$ cat src/rtl/alarm_pkg.sv
package alarm_pkg;
  localparam int DAY_W = 8;
  localparam int HR_W  = 5;
  localparam int MS_W  = 6;

  localparam logic [7:0] ADDR_IVL  = 8'h0C;
  localparam logic [7:0] ADDR_CEN  = 8'h14;
  localparam logic [7:0] ADDR_IEN  = 8'h18;
  localparam logic [7:0] ADDR_PEND = 8'h1C;

  localparam int SEC_LSB = 0;
  localparam int MIN_LSB = 8;
  localparam int HR_LSB  = 16;
  localparam int DAY_LSB = 21;
  localparam int CEN_BIT = 8;

  localparam logic [MS_W-1:0] MS_MAX = MS_W'(59);
  localparam logic [HR_W-1:0] HR_MAX = HR_W'(23);

  typedef struct packed {
    logic [DAY_W-1:0] day;
    logic [HR_W-1:0]  hr;
    logic [MS_W-1:0]  min;
    logic [MS_W-1:0]  sec;
  } ivl_t;
endpackage

$ cat src/rtl/alarm_counter.sv
module alarm_counter
  import alarm_pkg::*;
(
  input  logic clk_i,
  input  logic rst_ni,
  input  logic load_i,
  input  ivl_t load_val_i,
  input  logic step_i,
  output ivl_t cnt_o,
  output logic expire_o
);
  ivl_t cnt_q, cnt_d;
  logic is_zero, is_last;

  assign is_zero = (cnt_q == '0);
  assign is_last = (cnt_q.day == '0) && (cnt_q.hr == '0) &&
                   (cnt_q.min == '0) && (cnt_q.sec == MS_W'(1));

  always_comb begin
    cnt_d = cnt_q;
    if (load_i) begin
      cnt_d = load_val_i;
    end else if (step_i && !is_zero) begin
      if (cnt_q.sec != '0) begin
        cnt_d.sec = cnt_q.sec - MS_W'(1);
      end else begin
        cnt_d.sec = MS_MAX;
        if (cnt_q.min != '0) begin
          cnt_d.min = cnt_q.min - MS_W'(1);
        end else begin
          cnt_d.min = MS_MAX;
          if (cnt_q.hr != '0) begin
            cnt_d.hr = cnt_q.hr - HR_W'(1);
          end else begin
            cnt_d.hr  = HR_MAX;
            cnt_d.day = cnt_q.day - DAY_W'(1);
          end
        end
      end
    end
  end

  always_ff @(posedge clk_i or negedge rst_ni) begin
    if (!rst_ni) cnt_q <= '0;
    else         cnt_q <= cnt_d;
  end

  // load takes priority over a tick in the same cycle
  assign expire_o = step_i && !load_i && is_last;
  assign cnt_o    = cnt_q;

  AST_HOLD_ZERO: assert property (@(posedge clk_i) disable iff (!rst_ni)
    (is_zero && !load_i) |=> (cnt_q == '0));
  AST_STALL_OFF: assert property (@(posedge clk_i) disable iff (!rst_ni)
    (!step_i && !load_i) |=> $stable(cnt_q));
  AST_SEC_RELOAD: assert property (@(posedge clk_i) disable iff (!rst_ni)
    (step_i && !load_i && !is_zero && cnt_q.sec == '0) |=> (cnt_q.sec == MS_MAX));
  AST_CLEAR_ZERO: assert property (@(posedge clk_i) disable iff (!rst_ni)
    (load_i && load_val_i == '0) |=> is_zero);
endmodule

$ cat src/rtl/alarm_regs.sv
module alarm_regs
  import alarm_pkg::*;
#(
  parameter int ADDR_W = 8,
  parameter int DATA_W = 32
) (
  input  logic              clk_i,
  input  logic              rst_ni,
  input  logic              req_i,
  input  logic              we_i,
  input  logic [ADDR_W-1:0] addr_i,
  input  logic [DATA_W-1:0] wdata_i,
  output logic [DATA_W-1:0] rdata_o,
  input  ivl_t              cnt_i,
  input  logic              expire_i,
  output logic              load_o,
  output ivl_t              load_val_o,
  output logic              cen_o,
  output logic              irq_o
);
  logic wr, wr_cen, wr_ien, w1c;
  logic cen_q, ien_q, pend_q;
  logic unused_wbits;

  assign wr     = req_i && we_i;
  assign load_o = wr && (addr_i == ADDR_W'(ADDR_IVL));
  assign wr_cen = wr && (addr_i == ADDR_W'(ADDR_CEN));
  assign wr_ien = wr && (addr_i == ADDR_W'(ADDR_IEN));
  assign w1c    = wr && (addr_i == ADDR_W'(ADDR_PEND)) && wdata_i[0];

  assign load_val_o.sec = wdata_i[SEC_LSB +: MS_W];
  assign load_val_o.min = wdata_i[MIN_LSB +: MS_W];
  assign load_val_o.hr  = wdata_i[HR_LSB  +: HR_W];
  assign load_val_o.day = wdata_i[DAY_LSB +: DAY_W];

  assign unused_wbits = ^{wdata_i[DATA_W-1:DAY_LSB+DAY_W], wdata_i[15:14], wdata_i[7:6]};

  always_ff @(posedge clk_i or negedge rst_ni) begin
    if (!rst_ni) begin
      cen_q  <= 1'b0;
      ien_q  <= 1'b0;
      pend_q <= 1'b0;
    end else begin
      if (wr_cen) cen_q <= wdata_i[CEN_BIT];
      if (wr_ien) ien_q <= wdata_i[0];
      // set beats clear
      if (expire_i)  pend_q <= 1'b1;
      else if (w1c)  pend_q <= 1'b0;
    end
  end

  always_comb begin
    rdata_o = '0;
    unique case (addr_i)
      ADDR_W'(ADDR_IVL): begin
        rdata_o[SEC_LSB +: MS_W]  = cnt_i.sec;
        rdata_o[MIN_LSB +: MS_W]  = cnt_i.min;
        rdata_o[HR_LSB  +: HR_W]  = cnt_i.hr;
        rdata_o[DAY_LSB +: DAY_W] = cnt_i.day;
      end
      ADDR_W'(ADDR_CEN):  rdata_o[CEN_BIT] = cen_q;
      ADDR_W'(ADDR_IEN):  rdata_o[0] = ien_q;
      ADDR_W'(ADDR_PEND): rdata_o[0] = pend_q;
      default: rdata_o = '0;
    endcase
  end

  assign cen_o = cen_q;
  assign irq_o = pend_q && ien_q;

  AST_PEND_SET: assert property (@(posedge clk_i) disable iff (!rst_ni)
    expire_i |=> pend_q);
  AST_W1C_CLEARS: assert property (@(posedge clk_i) disable iff (!rst_ni)
    (w1c && !expire_i) |=> !pend_q);
  AST_PEND_STICKY: assert property (@(posedge clk_i) disable iff (!rst_ni)
    (pend_q && !w1c) |=> pend_q);
endmodule

$ cat src/rtl/alarm_cntdn_top.sv
module alarm_cntdn_top
  import alarm_pkg::*;
#(
  parameter int ADDR_W = 8,
  parameter int DATA_W = 32
) (
  input  logic              clk_i,
  input  logic              rst_ni,
  input  logic              tick_i,
  input  logic              req_i,
  input  logic              we_i,
  input  logic [ADDR_W-1:0] addr_i,
  input  logic [DATA_W-1:0] wdata_i,
  output logic [DATA_W-1:0] rdata_o,
  output logic              irq_o
);
  ivl_t cnt, load_val;
  logic load, cen, expire, step;

  assign step = cen && tick_i;

  alarm_regs #(.ADDR_W(ADDR_W), .DATA_W(DATA_W)) u_regs (
    .clk_i      (clk_i),
    .rst_ni     (rst_ni),
    .req_i      (req_i),
    .we_i       (we_i),
    .addr_i     (addr_i),
    .wdata_i    (wdata_i),
    .rdata_o    (rdata_o),
    .cnt_i      (cnt),
    .expire_i   (expire),
    .load_o     (load),
    .load_val_o (load_val),
    .cen_o      (cen),
    .irq_o      (irq_o)
  );

  alarm_counter u_cnt (
    .clk_i      (clk_i),
    .rst_ni     (rst_ni),
    .load_i     (load),
    .load_val_i (load_val),
    .step_i     (step),
    .cnt_o      (cnt),
    .expire_o   (expire)
  );

  AST_NO_TICK_NO_EXPIRE: assert property (@(posedge clk_i) disable iff (!rst_ni)
    expire |-> (tick_i && cen));
endmodule

$ cat config.mk
export PLATFORM = sky130hd
export DESIGN_NAME = alarm_cntdn_top
export DESIGN_NICKNAME = d
export VERILOG_FILES = /design/src/rtl/alarm_pkg.sv /design/src/rtl/alarm_counter.sv /design/src/rtl/alarm_regs.sv /design/src/rtl/alarm_cntdn_top.sv
export SDC_FILE = /design/constraint.sdc
export NUM_CORES = 1
export LEC_CHECK = 0
export ABC_AREA = 1
export BUFFER_PORTS_ARGS = -buffer_cell sky130_fd_sc_hd__buf_2
export CELL_PAD_IN_SITES_DETAIL_PLACEMENT = 1
export CELL_PAD_IN_SITES_GLOBAL_PLACEMENT = 1
export CORE_MARGIN = 10
export CORE_UTILIZATION = 35
export CTS_CLUSTER_DIAMETER = 80
export DETAILED_ROUTE_END_ITERATION = 8
export GPL_ROUTABILITY_DRIVEN = 0
export PLACE_DENSITY_LB_ADDON = 0.1
export SLEW_MARGIN = 25
export SYNTH_ARGS = -nofsm -noshare
export SYNTH_HDL_FRONTEND = slang
export SYNTH_SLANG_ARGS = --single-unit
$ cat constraint.sdc
create_clock -name clk_i -period 1.8 [get_ports clk_i]
set_input_delay 0.18 -clock clk_i [delete_from_list [all_inputs] [get_ports clk_i]]
set_output_delay 0.18 -clock clk_i [all_outputs]
set_load 0.02 [all_outputs]
=== Word level (Yosys, flattened, before mapping) ===
Cells that the tools add are included.

* Register bits: 28
* Input bits: 45
* Output and inout bits: 33
* Word-level logic and storage cells: 62

* Add/subtract/negate cells: 4
* Equal/unequal tests: 8
* Muxes and demuxes: 15
* Reductions and logical operators: 28

{| class="wikitable"
|+ Operators by type and width
! kind !! number
|-
| 25-bit two-way mux || 2
|-
| 13-bit two-way mux || 2
|-
| 25-bit logical NOT || 1
|-
| 8-bit by 5-bit == test with 1-bit output (second input constant) || 3
|-
| 19-bit two-way mux || 1
|-
| 5-bit two-way mux || 3
|-
| 1-bit logical AND || 14
|-
| 6-bit two-way mux || 2
|-
| 6-bit nonzero test || 2
|-
| 6-bit by 1-bit subtractor with 6-bit output (second input constant) || 2
|-
| 8-bit by 4-bit == test with 1-bit output (second input constant) || 1
|-
| 8-bit logical NOT || 1
|-
| 8-bit two-way mux || 1
|-
| 8-bit by 1-bit subtractor with 8-bit output (second input constant) || 1
|-
| 6-bit by 1-bit == test with 1-bit output (second input constant) || 1
|-
| 6-bit logical NOT || 1
|-
| 2-bit by 1-bit != test with 1-bit output (second input constant) || 3
|-
| 5-bit logical NOT || 1
|-
| 5-bit nonzero test || 1
|-
| 5-bit by 1-bit subtractor with 5-bit output (second input constant) || 1
|-
| 4-bit AND reduction || 1
|-
| 2-bit nonzero test || 2
|-
| 1-bit case mux with 3 select lines || 1
|-
| 3-bit AND reduction || 1
|-
| other kinds (4) || 6
|}

=== Longest topological paths before layout ===
Gate-level depths: netlist of the first run.

* Depth in word-level cells: 6
* Mapped depth: 13
* Mapped depth without buffers: 12

=== Hierarchy ===
A second synthesis of the first run with hierarchy kept.

* Cells, all modules: 391
* Area, all modules: 2543.7 µm²

{| class="wikitable"
|+ By module, submodules not included
! module !! times used !! cells an instance !! area each (µm²) !! seq. area each (µm²)
|-
| alarm_counter || 1 || 258 || 1780.5 || 625.6
|-
| alarm_regs || 1 || 131 || 755.7 || 75.1
|-
| alarm_cntdn_top || 1 || 2 || 7.5 || 0.0
|}

=== Worst setup path after synthesis of the first run ===
No wires, ideal clock.

* Path type: flip-flop to flip-flop
* From: reg u_cnt.cnt_q, in the netlist u_cnt.cnt_o[12]
* To: reg u_cnt.cnt_q, in the netlist u_cnt.cnt_o[24]
* Setup time: 0.118 ns
* Data arrival time: 1.448 ns
* Data required time: 1.682 ns
* Setup slack: 0.234 ns
* Stages on the path, launching flop included: 10
* Buffers on the path: 0
* Clock period less this slack: 1.566 ns
* Path through: dfrtp_1 > inv_1 > ha_1 > nand3_1 > nor2_1 > inv_1 > o21ai_4 > nand3_4 > nand2_1 > nand2_1

* Word-level cells in the longest chain between the ends: 5
* Elaborated cells between the ends (all ways): 7
* Classes of those cells: 1 x eq/ne; 6 x reduce/logical

{| class="wikitable"
|+ RTL lines
! what !! RTL line !! source
|-
| start: declaration || alarm_counter.sv:12 || <nowiki>ivl_t cnt_q, cnt_d;</nowiki>
|-
| start signal: assignment || alarm_counter.sv:45 || <nowiki>else cnt_q <= cnt_d;</nowiki>
|-
| 25-bit logical NOT || alarm_counter.sv:15 || <nowiki>assign is_zero = (cnt_q == '0);</nowiki>
|-
| 1-bit logical NOT || alarm_counter.sv:23 || <nowiki>end else if (step_i && !is_zero) begin</nowiki>
|-
| 1-bit logical AND || alarm_counter.sv:23 ||
|-
| 2-bit nonzero test (no line) || -- ||
|-
| 4-bit AND reduction (no line) * || -- ||
|}

Every way passes the cells marked *; elsewhere a longest branch is shown, timed or not.
A chain may end at the register's enable or synchronous reset.

=== Worst setup path after layout of the first run ===
* From: reg u_cnt.cnt_q, in the netlist u_cnt.cnt_o[7]
* To: reg u_cnt.cnt_q, in the netlist u_cnt.cnt_o[3]

* Word-level cells in the longest chain between the ends: 4

{| class="wikitable"
|+ RTL lines
! what !! RTL line
|-
| 25-bit logical NOT || alarm_counter.sv:15
|-
| 1-bit logical NOT || alarm_counter.sv:23
|-
| 1-bit logical AND || alarm_counter.sv:23
|-
| 2-bit nonzero test (no line) || --
|}

Every way passes these cells.

==> results of run 1 <==
-- registers in the layout (all words and copies together) (netlist names) --
| register | count |
|---|---|
| u_regs.pend_q | 1 |
| u_cnt.cnt_o | 25 |
| u_regs.cen_o | 1 |
| u_regs.ien_q | 1 |
-- layout by cell type (no fill, tap or decap), types with 2 or more instances in the layout --
cell / instances
buf_4: 28
o211ai_1: 3
ha_2: 2
ha_1: 4
nor2_2: 8
nand3_1: 24
xnor2_1: 2
o21ai_1: 8
nand2_8: 3
inv_2: 6
nand2_1: 102
nor2_1: 44
xor2_1: 10
conb_1: 7
nor3_1: 2
inv_1: 42
nand3_2: 2
buf_2: 63
dfrtp_1: 28
nand4_1: 13
clkbuf_8: 3
o21ai_0: 10
nand3_4: 2
o22ai_1: 3
o21a_1: 3
nand2_4: 2
-- worst min path at each step --
stage,startpoint,endpoint,cells past startpoint
final,wdata_i[2],u_cnt.cnt_o[2],3
after global routing,wdata_i[2],u_cnt.cnt_o[2],3
after CTS,wdata_i[2],u_cnt.cnt_o[2],3
after detailed placement,rst_ni,u_cnt.cnt_o[10],1
after global placement,rst_ni,u_cnt.cnt_o[10],1
after floorplan,rst_ni,u_cnt.cnt_o[0],0
-- layer usage --
metal | track usage, % | up-vias | share of wire (%)
met5 | 0 | - | 0
met4 | 2.57 | 0 | 0.60
met3 | 3.61 | 4 | 5.3
met2 | 26.3 | 44 | 50
met1 | 17.0 | 1132 | 44
li1 | - | 1261 | -
-- cell families after synthesis --
group                    after synthesis  synth area share [%]
XOR/XNOR                              12                  4.55
AO/OA/AOI/OAI                         32                  8.72
AND/OR/NAND/NOR                      205                  39.9
buffers and inverters                 64                  12.6
adder cells (fa/ha/maj)                7                  3.79
other                                  1                 0.162
flip-flops                            28                  30.3
-- worst min-delay path: cells and delay by family --
family / cells / cell delay [ps]
buffers and inverters: 1 / 80
and+or+nand+nor: 2 / 110
-- report_power, final --
part | total [mW] | switching (mW) | internal (mW)
clock | 0.531 | 0.232 | 0.299
sequential | 0.797 | 0.0880 | 0.709
combinational | 1.31 | 0.756 | 0.553
-- per-stage QoR --
stage | hold WS (ps) | instance area (um2) | setup WS, ps | setup TNS [ps]
after floorplan | -116 | 2330 | 234 | 0
after global placement | 274 | 2850 | 128 | 0
after detailed placement | 274 | 2850 | 120 | 0
after CTS | 90.5 | 2930 | 76.0 | 0
after global routing | 104 | 3010 | -51.3 | -76.6
final | 94.8 | 3010 | 101 | 0
-- final cells by class --
type,instances,share of cell area (%)
Clock buffer,3,1.37
Clock inverter,1,0.997
Timing Repair Buffer,93,18.4
Sequential cell,28,23.3
Multi-Input combinational cell,263,46.8
Tap cell,77,3.20
Inverter,48,5.98
-- timing repair --
item / 4_1_cts / 5_1_grt
setup endpoints to repair: 0 / 20
hold buffers: 1 / 0
setup buffers: 0 / 2
hold endpoints to repair: 28 / 0
resized for setup: 0 / 16
==> results.toml, run 1 <==
[run_status]
outcome = "finished clean"

[setup_path]
path_cells = "inv_2 > ha_4 > inv_2 > nor2_1 > nand2_1 > nor2_2 > nand3_2 > nand2_4 > nand2_8 > buf_12 > o211ai_1 > nand2_1"
cp_max_fo = 8
worst_ep_arrival_time_ps = 1880
critPathTopFamily = "simple AND/OR/NAND/NOR gates"
cp.required_ps = 1980
r2r_cells = 12
r2r_end = "u_cnt.cnt_o[3]"
critPathKind = "reg -> reg"
path_buf_inv = 3
critPathLaunchType = "flip-flop"
critPathSlowestCell = "dfrtp_1"
cp-end-kind = "flip-flop"
crit-reg2reg-launch = "u_cnt.cnt_o[7]"
startpoint = "u_cnt.cnt_o[7]"
crit_end = "u_cnt.cnt_o[3]"
crit_cells = 12
max_stage_delay_ps = 410
regToRegSetupSlack_ps = 100

[cells_and_area]
fill_cells = 883
syn_to_final_growth_pct = 30.4
final_cells = 513
area.sequential_um2 = 701
diodes = 0
drive_above_1_share_pct = 29.1
multi_input_area_mm2 = 0.00141
nets = 489
fin_util_pct = 47.2

[grt]
grt_pass1_wl_mm = 12.5
antenna_found_initial = 0
grt_max_degree = 29
overflow = 0
grt_usage_pct = 14.5
grt_pass1_vias = 2709

[yosys]
synthTopCellsByArea = "dfrtp_1 30%, nand2_1 17%, nor2_1 7.6%"
synth_top_area_share_pct = 30.3
yosysMostFrequentCell = "nand2_1"
synth_area_mm2 = 0.00231
synth_cell_types = 33
ys.warnings.count = 0
async_reset_ff_share_pct = 100
synth_top_area_cell = "dfrtp_1"
synth_edf_count = 0
synth_common_cells = "102 x nand2_1, 47 x nor2_1, 45 x inv_1"
ys.flop_type = "dfrtp_1"
avgSynthCellArea_um2 = 6.62
yosysSeqAreaShare_pct = 30.3
syn_inst = 349
ys_ff_latch = 28

[drt]
via_per_inst = 4.76
vias = 2441
ant_nets = 0
wl_mm = 7.47
first_iter_violations = 47
wl_per_cell_um = 14.6
drtPass1Iterations = 4
drcViolationCount = 0

[sta]
finalCritPeriodShare_pct = 94.4
timing.fmax_ghz = 0.589
skew_ps = 16.6
finalSetupViolations = 0
hold_viol = 0
worst_pin_slew_ps = 709
rsz0062_at_grt = "true"
post-route-min-period_ps = 1700
slew_headroom_pct = 52.7
finalMaxSlewViolations = 0

[placement]
dpl.hpwl_mm = 6.00
io_buffer_count = 63
dp_cells = 506

[floorplanning]
fp.dieH_um = 101
initial_core_util_pct = 36.2
dieArea_mm2 = 0.0103
fp.coreArea_mm2 = 0.00639
die_x_um = 101
ios = 78
rows = 29

[power]
p_per_area_mw_per_mm2 = 875
p_leak_nw = 1.64
power.total_mw = 2.64
ir_worst_vdd_mv = 0.414

[clocking]
cts_sinks = 28
ctsLongestPathBuffers = 2
numCtsBuffers = 3
cts.clk_slew.worst_paths_ps = 120
clk_latency_ps = 300
cts_tree = "yes"
htree_levels = 1
clock_tree.root_cell = "clkbuf_8"

[run]
drv_cap = 0

[min_path]
holdCritPathClass = "in -> reg"
No activity file was read; power rests on OpenSTA's default activity.
==> run 2, diff against run 1 <==
--- a/config.mk
+++ b/config.mk
@@ -6,13 +6,13 @@
 export NUM_CORES = 1
 export LEC_CHECK = 0
 export ABC_AREA = 1
-export BUFFER_PORTS_ARGS = -buffer_cell sky130_fd_sc_hd__buf_2
 export CELL_PAD_IN_SITES_DETAIL_PLACEMENT = 1
 export CELL_PAD_IN_SITES_GLOBAL_PLACEMENT = 1
 export CORE_MARGIN = 10
-export CORE_UTILIZATION = 35
+export CORE_UTILIZATION = 44
 export CTS_CLUSTER_DIAMETER = 80
 export DETAILED_ROUTE_END_ITERATION = 8
+export DONT_BUFFER_PORTS = 1
 export GPL_ROUTABILITY_DRIVEN = 0
 export PLACE_DENSITY_LB_ADDON = 0.1
 export SLEW_MARGIN = 25
==> results.toml, run 2 (synthesis results as in run 1) <==
[setup_path]
path_cells = "inv_2 > ha_4 > inv_2 > nor2_2 > nand2_1 > nor2_2 > nand3_2 > nand2_4 > nand2_8 > buf_4 > nand3_1 > nand2_1"
cp.required_ps = 1980
path_buf_inv = 3
max_stage_delay_ps = 410
critPathLaunchType = "flip-flop"
critPathTopFamily = "simple AND/OR/NAND/NOR gates"
critPathKind = "reg -> reg"
cp_max_fo = 7
cp-end-kind = "flip-flop"
critPathSlowestCell = "dfrtp_1"
worst_ep_arrival_time_ps = 1890

[clocking]
numCtsBuffers = 3
htree_levels = 1
ctsLongestPathBuffers = 2
clk_latency_ps = 280
cts_sinks = 28
cts_tree = "yes"
clock_tree.root_cell = "clkbuf_8"
cts.clk_slew.worst_paths_ps = 110

[grt]
grt_pass1_vias = 2536
grt_usage_pct = 16.9
overflow = 0
grt_max_degree = 29
grt_pass1_wl_mm = 12.1
antenna_found_initial = 0

[cells_and_area]
final_cells = 464
nets = 447
largest_reg_flops = 25
final_area_mm2 = 0.00289
diodes = 0
final_cell_mix = "101 x nand2_1, 47 x buf_4, 42 x nor2_1, 40 x inv_1, 28 x dfrtp_1"
mostFrequentLayoutCell = "nand2_1"
fin_util_pct = 56.5
syn_to_final_growth_pct = 24.9
drive_above_1_share_pct = 22.8

[placement]
io_buffer_count = 0
dp_cells = 454
post-place-ws_ps = 76.6
post_dp_cell_area_mm2 = 0.00266
dpl.hpwl_mm = 5.69

[power]
power.total_mw = 2.62
p_per_area_mw_per_mm2 = 907
p_leak_nw = 1.50
ir_worst_vdd_mv = 0.510

[min_path]
holdCritPathClass = "in -> reg"

[drt]
wl_per_cell_um = 16.8
ant_nets = 0
drcViolationCount = 0
first_iter_violations = 104
vias = 2392
wl_mm = 7.81
via_per_inst = 5.16
drtPass1Iterations = 4

[floorplanning]
initial_core_util_pct = 45.2
fp.coreArea_mm2 = 0.00511
ios = 78
fp.dieH_um = 92.5
dieArea_mm2 = 0.00855
rows = 26
die_x_um = 92.5

[sta]
finalCritPeriodShare_pct = 95.0
hold_viol = 0
finalSetupViolations = 0
post-route-min-period_ps = 1710
finalMaxSlewViolations = 0
skew_ps = 8.37
timing.fmax_ghz = 0.585
worst_slack_ps = 90.6

[run]
drv_cap = 0

[run_status]
outcome = "finished clean"
==> run 2: through the flow <==
stage	setup TNS (ps)	hold slack [ps]
after detailed placement	0	-114
after global routing	-146	33.7
after CTS	0	33.6
after global placement	0	-115
final	0	35.3
after floorplan	0	-116
==> run 2: layer usage <==
layer | share of wire [%] | vias to the layer above | global-route usage, %
li1 | - | 1174 | -
met1 | 43 | 1147 | 20.6
met2 | 51 | 61 | 29.4
met3 | 4.7 | 10 | 4.36
met4 | 1.5 | 0 | 3.08
met5 | 0 | - | 0
==> run 2: worst register-to-register path: cells and delay by family (launching register included) <==
family	cells	cell delay [ps]
fa+ha+maj	1	140
buf+inv	3	310
flops	1	410
simple gates	8	740
==> run 2: area by class of cell <==
| type | instances | area, um2 |
|---|---|---|
| fillers | 687 | 2220 |
| multi-input cells | 264 | 1440 |
| flip-flops and latches | 28 | 701 |
| repair buffers | 50 | 403 |
| inverters | 48 | 180 |
| well taps | 70 | 87.6 |
| clock buffers | 3 | 41.3 |
| clock inverters | 1 | 30.0 |
==> run 2: report_power, final <==
part           switching (mW)  internal, mW  total (mW)
Combinational           0.797         0.514        1.31
Clock                   0.219         0.298       0.517
Sequential             0.0810         0.710       0.791
==> run 2: final timing paths <==
check | from | end | slack [ps] | cells after the start
worst max register to register | u_cnt.cnt_o[6] | u_cnt.cnt_o[13] | 90 | 12
worst max-delay path | u_cnt.cnt_o[6] | u_cnt.cnt_o[13] | 90 | 12
worst min-delay path | wdata_i[2] | u_cnt.cnt_o[2] | 40 | 2
max in group asynchronous | rst_ni | u_cnt.cnt_o[16] | 1290 | 2
worst min register to register | u_cnt.cnt_o[12] | u_cnt.cnt_o[12] | 510 | 2
min in group asynchronous | rst_ni | u_cnt.cnt_o[21] | 350 | 2
==> run 2: what timing repair did <==
action,4_1_cts,5_1_grt
endpoints found under the setup margin,0,25
resized for setup,0,23
endpoints found under the hold margin,28,0
hold buffers,2,0
buffers inserted,0,3
==> run 3, diff against run 2 <==
--- a/config.mk
+++ b/config.mk
@@ -14,8 +14,8 @@
 export DETAILED_ROUTE_END_ITERATION = 8
 export DONT_BUFFER_PORTS = 1
 export GPL_ROUTABILITY_DRIVEN = 0
+export MAX_ROUTING_LAYER = met4
 export PLACE_DENSITY_LB_ADDON = 0.1
-export SLEW_MARGIN = 25
 export SYNTH_ARGS = -nofsm -noshare
 export SYNTH_HDL_FRONTEND = slang
 export SYNTH_SLANG_ARGS = --single-unit
==> results.toml, run 3 (synthesis results as in run 1) <==
[cells_and_area]
syn_to_final_growth_pct = 25.3
diodes = 0
drive_above_1_share_pct = 22.6
mostFrequentLayoutCell = "nand2_1"
fill_cells = 685
nets = 447
final_cell_mix = "101 x nand2_1, 47 x buf_4, 42 x nor2_1, 41 x inv_1, 28 x dfrtp_1"
largest_reg_flops = 25
fin_util_pct = 56.7
final_area_mm2 = 0.00290

[setup_path]
critPathLaunchType = "flip-flop"
critPathKind = "reg -> reg"
crit_cells = 12
r2r_cells = 12
path_cells = "inv_2 > ha_4 > inv_2 > nor2_2 > nand2_1 > nor2_2 > nand3_2 > nand2_4 > nand2_8 > buf_4 > nand3_1 > nand2_1"
cp.required_ps = 1990
critPathTopFamily = "simple AND/OR/NAND/NOR gates"
worst_ep_arrival_time_ps = 1890
path_buf_inv = 3
critPathSlowestCell = "dfrtp_1"
max_stage_delay_ps = 410
cp-end-kind = "flip-flop"
cp_max_fo = 7

[power]
p_per_area_mw_per_mm2 = 906
p_leak_nw = 1.50
ir_worst_vdd_mv = 0.520
power.total_mw = 2.62

[drt]
vias = 2394
drcViolationCount = 0
wl_per_cell_um = 16.9
drtPass1Iterations = 4
ant_nets = 0
wl_mm = 7.85
via_per_inst = 5.16
first_iter_violations = 93

[sta]
finalCritPeriodShare_pct = 94.6
hold_viol = 0
timing.fmax_ghz = 0.587
finalMaxSlewViolations = 0
hold_slack_ps = 34.4
post-route-min-period_ps = 1700
skew_ps = 10.8
finalSetupTns_ps = 0
finalSetupViolations = 0

[run]
drv_cap = 0

[clocking]
clock_tree.root_cell = "clkbuf_8"
clk_latency_ps = 290
cts.clk_slew.worst_paths_ps = 110
numCtsBuffers = 3
ctsLongestPathBuffers = 2
cts_tree = "yes"
cts_sinks = 28
htree_levels = 1

[floorplanning]
fp.coreArea_mm2 = 0.00511
die_x_um = 92.5
ios = 78
fp.dieH_um = 92.5
rows = 26
dieArea_mm2 = 0.00855
initial_core_util_pct = 45.2

[min_path]
holdCritPathClass = "in -> reg"
holdPathStages = 2

[grt]
antenna_found_initial = 0
grt_max_degree = 29
grt_usage_pct = 17.4
overflow = 0
grt_pass1_vias = 2533
grt_pass1_wl_mm = 12.1

[placement]
post_dp_cell_area_mm2 = 0.00266
io_buffer_count = 0
dpl.hpwl_mm = 5.69

[run_status]
outcome = "finished clean"
-- run 3: changes by cell type in the layout (fill, tap and decap cells not counted) --
cell	previous run	this run
inv_1	40	41
inv_2	8	7
ha_4	2	3
ha_2	1	0
-- run 3: layout make-up --
| cell class | count | area, um2 | share of cell area (%) |
|---|---|---|---|
| multi-input combinational | 264 | 1450 | 50.2 |
| timing repair buffer | 50 | 403 | 13.9 |
| clock inverter | 1 | 30.0 | 1.04 |
| sequential | 28 | 701 | 24.2 |
| inverter | 48 | 180 | 6.22 |
| tap | 70 | 87.6 | 3.02 |
| clock buffer | 3 | 41.3 | 1.43 |
-- run 3: timing repair --
item | CTS | global route
gates resized for setup | 0 | 23
hold buffers | 2 | 0
hold endpoints to repair | 28 | 0
buffers inserted | 0 | 3
setup endpoints to repair | 0 | 25
-- run 3: worst paths after layout --
| check | startpoint | end | slack, ps |
|---|---|---|---|
| worst max register to register | u_cnt.cnt_o[6] | u_cnt.cnt_o[13] | 100 |
| worst min register to register | u_cnt.cnt_o[12] | u_cnt.cnt_o[12] | 510 |
| max in group asynchronous | rst_ni | u_cnt.cnt_o[0] | 1280 |
| worst min-delay path | wdata_i[2] | u_cnt.cnt_o[2] | 30 |
| worst max-delay path | u_cnt.cnt_o[6] | u_cnt.cnt_o[13] | 100 |
| min in group asynchronous | rst_ni | u_cnt.cnt_o[21] | 340 |
-- run 3: power by group --
| group | internal, mW | switching, mW | total (mW) | leakage [nW] |
|---|---|---|---|---|
| registers | 0.710 | 0.0806 | 0.790 | 0.383 |
| clock network | 0.298 | 0.224 | 0.523 | 0.0357 |
| logic | 0.517 | 0.794 | 1.31 | 1.08 |
-- run 3: routing by layer --
| metal | global-route usage [%] | part of all wire [%] | wire length (um) | vias to the layer above |
|---|---|---|---|---|
| met5 | - | 0 | 0 | - |
| met4 | 3.08 | 1.6 | 125 | 0 |
| met3 | 3.79 | 4.7 | 367 | 12 |
| met2 | 29.4 | 50 | 3910 | 66 |
| met1 | 21.0 | 44 | 3450 | 1143 |
| li1 | - | - | - | 1173 |
-- run 3: per-stage QoR --
stage	setup slack (ps)	cells
global route	-30.8	464
detailed placement	76.6	454
floorplan	234	355
finish	97.4	464
global placement	139	454
CTS	65.2	460
